**src/rtl/ldst_hm_pkg.sv**
```systemverilog
package ldst_hm_pkg;
    typedef enum logic [1:0] {
        SL_FREE = 2'd0,
        SL_WAIT = 2'd1,
        SL_GO   = 2'd2
    } slot_state_e;
endpackage

```
**src/rtl/ldst_hm_alloc.sv**
```systemverilog
module ldst_hm_alloc #(
    parameter int NSLOT = 8,
    localparam int IDX_W = (NSLOT > 1) ? $clog2(NSLOT) : 1
) (
    input  logic [NSLOT-1:0] busy,
    output logic             any_free,
    output logic [IDX_W-1:0] free_idx
);
    always_comb begin
        any_free = 1'b0;
        free_idx = '0;
        for (int i = NSLOT - 1; i >= 0; i--) begin
            if (!busy[i]) begin
                any_free = 1'b1;
                free_idx = IDX_W'(i);
            end
        end
    end
endmodule

```
**src/rtl/ldst_hm_cmp.sv**
```systemverilog
module ldst_hm_cmp #(
    parameter int NSLOT = 8,
    parameter int TAG_W = 26
) (
    input  logic [NSLOT-1:0] busy,
    input  logic [NSLOT-1:0] is_store,
    input  logic [TAG_W-1:0] tags [NSLOT],
    input  logic [NSLOT-1:0] clr_col,
    input  logic             new_store,
    input  logic [TAG_W-1:0] new_tag,
    output logic [NSLOT-1:0] dep_row
);
    for (genvar j = 0; j < NSLOT; j++) begin : g_col
        logic kind_differs;
        logic tag_hit;
        assign kind_differs = is_store[j] ^ new_store;
        assign tag_hit      = (tags[j] == new_tag);
        assign dep_row[j]   = busy[j] & kind_differs & tag_hit & ~clr_col[j];
    end
endmodule

```
**src/rtl/ldst_hm_slot.sv**
```systemverilog
module ldst_hm_slot
    import ldst_hm_pkg::*;
#(
    parameter int NSLOT = 8,
    parameter int TAG_W = 26
) (
    input  logic             clk,
    input  logic             rst,
    input  logic             alloc_en,
    input  logic             alloc_store,
    input  logic [TAG_W-1:0] alloc_tag,
    input  logic [NSLOT-1:0] alloc_row,
    input  logic [NSLOT-1:0] clr_col,
    input  logic             done_hit,
    output logic             busy,
    output logic             is_store,
    output logic [TAG_W-1:0] tag,
    output logic [NSLOT-1:0] row,
    output logic             go_rd,
    output logic             go_wr
);
    slot_state_e      state_q, state_d;
    logic [NSLOT-1:0] row_q, row_d;
    logic             store_q, store_d;
    logic [TAG_W-1:0] tag_q, tag_d;

    always_ff @(posedge clk) begin
        if (rst) begin
            state_q <= SL_FREE;
            row_q   <= '0;
            store_q <= 1'b0;
            tag_q   <= '0;
        end else begin
            state_q <= state_d;
            row_q   <= row_d;
            store_q <= store_d;
            tag_q   <= tag_d;
        end
    end

    always_comb begin
        state_d = state_q;
        row_d   = row_q & ~clr_col;
        store_d = store_q;
        tag_d   = tag_q;
        unique case (state_q)
            SL_FREE: begin
                row_d = '0;
                if (alloc_en) begin
                    row_d   = alloc_row & ~clr_col;
                    store_d = alloc_store;
                    tag_d   = alloc_tag;
                    state_d = (row_d == '0) ? SL_GO : SL_WAIT;
                end
            end
            SL_WAIT: begin
                if (done_hit) begin
                    state_d = SL_FREE;
                    row_d   = '0;
                end else if (row_d == '0) begin
                    state_d = SL_GO;
                end
            end
            SL_GO: begin
                if (done_hit) begin
                    state_d = SL_FREE;
                    row_d   = '0;
                end
            end
            default: begin
                state_d = SL_FREE;
                row_d   = '0;
            end
        endcase
    end

    always_comb begin
        busy     = (state_q != SL_FREE);
        is_store = store_q;
        tag      = tag_q;
        row      = row_q;
        go_rd    = (state_q == SL_GO) && !store_q;
        go_wr    = (state_q == SL_GO) && store_q;
    end

    AST_GO_ROW_EMPTY: assert property (@(posedge clk) disable iff (rst)
        (go_rd || go_wr) |-> (row_q == '0));
    AST_PERMIT_EXCL: assert property (@(posedge clk) disable iff (rst)
        !(go_rd && go_wr));
    AST_RETIRE_FREES: assert property (@(posedge clk) disable iff (rst)
        done_hit |=> !busy);
    AST_NO_LATE_DEP: assert property (@(posedge clk) disable iff (rst)
        !alloc_en |=> ((row_q & ~$past(row_q)) == '0));
endmodule

```
**src/rtl/ldst_hazard_matrix.sv**
```systemverilog
module ldst_hazard_matrix #(
    parameter int NSLOT     = 8,
    parameter int ADDR_W    = 32,
    parameter int LINE_BITS = 6,
    localparam int IDX_W    = (NSLOT > 1) ? $clog2(NSLOT) : 1,
    localparam int TAG_W    = ADDR_W - LINE_BITS
) (
    input  logic              clk,
    input  logic              rst,
    input  logic              iss_valid,
    input  logic              iss_is_store,
    input  logic [ADDR_W-1:0] iss_addr,
    output logic              iss_stall,
    output logic [IDX_W-1:0]  iss_slot,
    input  logic              done_valid,
    input  logic [IDX_W-1:0]  done_slot,
    output logic [NSLOT-1:0]  slot_busy,
    output logic [NSLOT-1:0]  go_read,
    output logic [NSLOT-1:0]  go_write
);
    logic [NSLOT-1:0] busy_v;
    logic [NSLOT-1:0] store_v;
    logic [TAG_W-1:0] tag_v [NSLOT];
    logic [NSLOT-1:0] row_v [NSLOT];
    logic [NSLOT-1:0] clr_col;
    logic [NSLOT-1:0] new_row;
    logic [TAG_W-1:0] new_tag;
    logic             any_free;
    logic [IDX_W-1:0] free_idx;
    logic             accept;

    assign new_tag = iss_addr[ADDR_W-1:LINE_BITS];

    ldst_hm_alloc #(.NSLOT(NSLOT)) u_alloc (
        .busy     (busy_v),
        .any_free (any_free),
        .free_idx (free_idx)
    );

    always_comb begin
        clr_col = '0;
        if (done_valid && (int'(done_slot) < NSLOT)) begin
            clr_col[done_slot] = busy_v[done_slot];
        end
    end

    ldst_hm_cmp #(.NSLOT(NSLOT), .TAG_W(TAG_W)) u_cmp (
        .busy      (busy_v),
        .is_store  (store_v),
        .tags      (tag_v),
        .clr_col   (clr_col),
        .new_store (iss_is_store),
        .new_tag   (new_tag),
        .dep_row   (new_row)
    );

    assign accept    = iss_valid && any_free;
    assign iss_stall = iss_valid && !any_free;
    assign iss_slot  = free_idx;

    for (genvar i = 0; i < NSLOT; i++) begin : g_slot
        logic alloc_here;
        assign alloc_here = accept && (free_idx == IDX_W'(i));
        ldst_hm_slot #(.NSLOT(NSLOT), .TAG_W(TAG_W)) u_slot (
            .clk         (clk),
            .rst         (rst),
            .alloc_en    (alloc_here),
            .alloc_store (iss_is_store),
            .alloc_tag   (new_tag),
            .alloc_row   (new_row),
            .clr_col     (clr_col),
            .done_hit    (clr_col[i]),
            .busy        (busy_v[i]),
            .is_store    (store_v[i]),
            .tag         (tag_v[i]),
            .row         (row_v[i]),
            .go_rd       (go_read[i]),
            .go_wr       (go_write[i])
        );
    end

    assign slot_busy = busy_v;

    AST_STALL_ONLY_FULL: assert property (@(posedge clk) disable iff (rst)
        iss_stall |-> (&busy_v));
    AST_STALL_NO_ALLOC: assert property (@(posedge clk) disable iff (rst)
        (iss_stall && !done_valid) |=> (busy_v == $past(busy_v)));
    AST_ISSUE_TAKES_FREE: assert property (@(posedge clk) disable iff (rst)
        accept |-> !busy_v[iss_slot]);
    AST_ISSUE_OCCUPIES: assert property (@(posedge clk) disable iff (rst)
        accept |=> busy_v[$past(iss_slot)]);

    always_ff @(posedge clk) begin
        if (!rst) begin
            for (int i = 0; i < NSLOT; i++) begin
                for (int j = 0; j < NSLOT; j++) begin
                    if (row_v[i][j]) begin
                        AST_DEP_OPPOSITE_KIND: assert (busy_v[j] && (store_v[i] != store_v[j]));
                    end
                end
            end
        end
    end
endmodule

```
**config.mk**
```make
export PLATFORM = sky130hd
export DESIGN_NAME = ldst_hazard_matrix
export DESIGN_NICKNAME = d
export VERILOG_FILES = /design/src/rtl/ldst_hm_pkg.sv /design/src/rtl/ldst_hm_alloc.sv /design/src/rtl/ldst_hm_cmp.sv /design/src/rtl/ldst_hm_slot.sv /design/src/rtl/ldst_hazard_matrix.sv
export SDC_FILE = /design/constraint.sdc
export NUM_CORES = 1
export LEC_CHECK = 0
export BUFFER_PORTS_ARGS = -buffer_cell sky130_fd_sc_hd__clkbuf_2
export CAP_MARGIN = 20
export CORE_MARGIN = 2
export CORE_UTILIZATION = 30
export CTS_CLUSTER_SIZE = 10
export DETAILED_ROUTE_END_ITERATION = 16
export PLACE_DENSITY_LB_ADDON = 0.05
export SYNTH_ARGS = -nofsm -noshare
export SYNTH_HDL_FRONTEND = slang
export SYNTH_SLANG_ARGS = --single-unit
export TNS_END_PERCENT = 50
```
**constraint.sdc**
```tcl
create_clock -name clk -period 2.78 [get_ports clk]
set_input_delay 0.695 -clock clk [delete_from_list [all_inputs] [get_ports clk]]
set_output_delay 0.695 -clock clk [all_outputs]
set_load 0.03 [all_outputs]
```
* Word level (Yosys, flattened, before mapping)
Index checks and enable logic that the tools add are counted.
Widths: inputs -> output; s select.
** Cells by class
- Equal/unequal tests :: 55
- Magnitude comparators :: 2
- Mux-type cells :: 86
- Bitwise logic cells :: 51
- Reduce and logical (&&, ||, !) cells :: 86
** Operator list (number)
- $eq 26x26->1 :: 8
- $mux 8 :: 17
- $pmux 8 s2 :: 8
- $and 8x8->8 :: 10
- $logic_not 8->1 :: 9
- $mux 2 :: 33
- $pmux 2 s3 :: 8
- $logic_and 1x1->1 :: 27
- $and 1x1->1 :: 24
- $mux 3 :: 8
- $ne 3x1->1 const B :: 8
- $reduce_and 3->1 :: 8
- $eq 2x1->1 const B :: 8
- $eq 2x2->1 const B :: 8
- $logic_not 2->1 :: 8
- $ne 2x1->1 const B :: 8
- $ne 2x2->1 const B :: 8
- $reduce_and 2->1 :: 8
- $reduce_bool 2->1 :: 8
- $reduce_or 2->1 :: 8
- $eq 3x3->1 const B :: 4
- $mux 1 :: 10
- $logic_not 1->1 :: 9
- $not 1->1 :: 8
- other kinds (9) :: 17
** Storage, ports and cells
- Register bits after elaboration :: 296
- Logic and storage cells :: 312

* Longest topological paths before layout
- Depth after elaboration :: 13
- Gate-level depth with buffers :: 12
- Gate-level depth less buffers :: 9

* Modules after synthesis
A second synthesis with hierarchy kept.
** Second synthesis, totals
- Cell total of the unflattened synthesis :: 1920
- Area, all modules :: 15155.8 um^2
** By module, submodules not included
- ldst_hm_slot :: times used 8, area an instance 1524.0 um^2, cells each 194
- ldst_hm_cmp :: times used 1, area an instance 2730.1 um^2, cells each 323
- ldst_hazard_matrix :: times used 1, area an instance 155.1 um^2, cells each 29
- ldst_hm_alloc :: times used 1, area an instance 78.8 um^2, cells each 16

* Worst setup path before layout
OpenSTA, ideal clock, no wires.
- Path type :: input to output
- From :: input port iss_valid
- To :: output port iss_stall
- Path buffers :: 2
- Setup slack :: -0.393 ns
- Stages on the path :: 5
- Arrival time :: 2.478 ns
- Cell sequence :: buf_1 -> or4b_2 -> clkbuf_1 -> nand3b_1 -> nor3_1
** Between the ends
- Longest elaborated chain between the ends :: 1
** Ends and longest elaborated chain
- start, declared :: line ldst_hazard_matrix.sv:10 : input logic iss_valid,
- $logic_and 1x1->1 :: line ldst_hazard_matrix.sv:58 : assign iss_stall = iss_valid && !any_free;
- end, declared :: line ldst_hazard_matrix.sv:13 : output logic iss_stall,
No other way between the ends.

* Final worst setup path
- From :: register g_slot[1].u_slot.state_q[0]
- To :: output port iss_stall
** Between the ends
- Longest elaborated chain between the ends :: 5
** Ends and longest elaborated chain
- start, declared :: line ldst_hm_slot.sv:22 : slot_state_e state_q, state_d;
- start signal, assigned :: line ldst_hm_slot.sv:34 : state_q <= state_d;
- $reduce_bool 2->1 :: line ldst_hm_slot.sv:78 : busy = (state_q != SL_FREE);
- $mux 1 (2 in series) :: line ldst_hm_alloc.sv:13 : if (!busy[i]) begin
- $logic_not 1->1 :: line ldst_hazard_matrix.sv:58
- $logic_and 1x1->1 :: line ldst_hazard_matrix.sv:58
No other way between the ends.

==> reports/metrics.cfg <==
[synthesis]
synth_nets=2003
ys_seq_area_share_pct=38.7
post_synth_main_area_contributors=dfxtp_1 (39%), nand2_1 (10%), xnor2_1 (6.6%)
ys_ff_latch=296
synth_warnings=0
yosysTopAreaCellShare_pct=38.7
async_reset_ff_share_pct=0
synth_edf_count=0
ys.flop_type=dfxtp_1
syn_area_um2=15300
ys_types=70
synthCells=1929
yosys.area.top_type=dfxtp_1
avgSynthCellArea_um2=7.93

[run]
cap_violations=0

[finish]
antenna_cells=0
area_growth_pct=35.2
final_layout_size_suffix_gt1_share_pct=26.6
fin_util_pct=41.2
layout_commonest_cell=nand2_1
layout_common_cells=nand2_1 (405), buf_4 (303), dfxtp_1 (283), a21oi_1 (197), xor2_1 (100)
num-nets-final=2254
fill_cells=5171

[status]
violations=setup timing
status=finished with violations

[sta]
setup_viol=13
rsz0062_at_grt=yes
max-slew-margin-rel_pct=49.3
worst_slew_pin_slew_ns=0.750
whs_ns=0.456
slew_violations=0
fin_crit_ns=3.06
clock.fmax_mhz=327
fin_crit_sh_pct=110
skew_ns=0.0108
worst_slack_ns=-0.277
hold_viol_final=0

[cts]
clock_path_buffers=3
h-tree-depth=2
cts_hold_buffers=0
cts_sinks=296
clk_latency_ns=0.56
cts_root_buf=clkbuf_16
cts_tree=yes
cts_buffers=40
clk_pin_slew_ns=0.06

[detailed_routing]
dr.first_iter.drc_count=1060
routedWlPerCell_um=21.2
remaining_drc_errors=0
vias=14600
drt-pass1-iter-count=5
vias_per_cell=5.09
ant_nets=0
drt-total-wl_mm=60.9

[die]
die_w_um=230
initial_utilization_pct=30.4
die_y_um=230
ios=68
die-area_um2=52800
fp-row-count=82
core_um2=50300

[global_routing]
grt_overflow=0
grt_antenna_before_repair=0
grt_pass1_vias=14100
grt_max_degree=132
grt_first_pass_wirelength_mm=90.7
grt_usage_pct=22.8

[power]
vdd_drop_max_v=0.000370
power_switching_mw=3.81
clkPwrFrac_pct=40.0
comb_power_share_pct=24.0
pwr-share-seq_pct=36.0
p_int_mw=8.59
power.density_nw_per_um2=600
swShare_pct=30.7
power.leakage_nw=8.05

[critical_path]
critical_path.endpoint_type=primary output
start_kind=flop
critPathArrivalTime_ns=2.36
crit_type=flop to primary output
crit_fanout=2
required_ns=2.09

[place]
hpwl_mm=43.7
portBuffers=61
place_ws_ns=-0.803
place_congestion=0.842

[worst_hold_path]
hp-class=input port to flop

[per-layer routing]
layer  vias up  routed length (µm)  global-route usage [%]
li1       7136                   -                       -
met1      7078               29500                    32.4
met2       326               27200                    36.0
met3        90                2310                    2.41
met4         0                1860                    7.30
met5         -                   0                       0
[final cells by class]
| class | count | area (µm²) | area share (%) |
|---|---|---|---|
| Clock buffer | 63 | 1170 | 5.65 |
| Clock inverter | 4 | 52.6 | 0.254 |
| Inverter | 30 | 113 | 0.544 |
| Multi-Input combinational cell | 1405 | 9130 | 44.1 |
| Sequential cell | 296 | 5940 | 28.7 |
| Tap cell | 672 | 841 | 4.06 |
| Timing Repair Buffer | 407 | 3440 | 16.6 |
[cells by family after synthesis]
kind of cell	count (synthesis)	synth area share [%]
fa+ha+maj	34	2.78
flops	296	38.7
mux	27	1.77
buf+inv	228	6.50
compound gates	337	13.4
xor+xnor	216	12.4
simple gates	791	24.5
[flip-flops by register name (all words and copies together), names as in the netlist]
signal / count
g_slot.u_slot.tag: 208
g_slot.u_slot.row: 64
g_slot.u_slot.is_store: 8
g_slot.u_slot.state_q: 16
[timing repair]
item | in CTS | in global routing
setup endpoints to repair | 23 | 29
pin swaps | 12 | 25
gates cloned | 1 | 0
setup buffers | 14 | 14
resized for setup | 79 | 107
[critical path: stages (launching register included)]
cell      delay [ns]
dfxtp_2         0.33
inv_2           0.05
ha_4            0.16
buf_12          0.12
or4b_4          0.51
nand3b_1        0.26
nor3_4          0.21
buf_8           0.15
[final timing paths]
check / start / to / slack (ns) / cells past startpoint
worst min register to register: g_slot[5].u_slot.tag[23] / g_slot[5].u_slot.tag[23] / 0.46 / 2
worst max register to register: g_slot[3].u_slot.state_q[1] / g_slot[2].u_slot.state_q[0] / -0.16 / 10
worst max-delay path: g_slot[1].u_slot.state_q[0] / iss_stall / -0.28 / 7
worst min-delay path: iss_addr[18] / g_slot[0].u_slot.tag[12] / 0.46 / 3
[power by group through the flow]
| stage | clock network, mW | logic, mW | registers [mW] |
|---|---|---|---|
| finish | 4.97 | 2.98 | 4.46 |
| global route | 5.26 | 3.20 | 4.47 |
| CTS | 5.10 | 2.83 | 4.45 |
| detailed placement | 0 | 2.61 | 4.54 |
| global placement | 0 | 2.60 | 4.54 |
| floorplan | 0 | 1.43 | 4.54 |
[through the flow]
step / instance area [µm²] / total power, mW / TNS [ns] / std cells
floorplan: 15300 / 5.96 / -1.03 / 1929
global placement: 18400 / 7.13 / -22.02 / 2783
detailed placement: 18400 / 7.15 / -23.92 / 2783
CTS: 20100 / 12.4 / -1.26 / 2864
global route: 20700 / 12.9 / -1.88 / 2877
finish: 20700 / 12.4 / -1.18 / 2877
[synthesized netlist by cell type, types with 10 or more instances]
library cell / number
a32oi_1: 29
and3_1: 10
clkbuf_1: 105
a31oi_1: 15
or4_1: 13
xnor2_1: 116
ha_1: 34
nor3_1: 63
a22oi_1: 23
nand4_1: 59
buf_4: 24
buf_2: 33
nand3_1: 15
dfxtp_1: 296
nand2_1: 406
a21oi_1: 200
nor2_1: 80
inv_1: 30
buf_1: 35
and2_1: 13
nor4_1: 71
mux2i_1: 27
xor2_1: 100
o21ai_0: 18
Power figures use the tool's default switching activity.
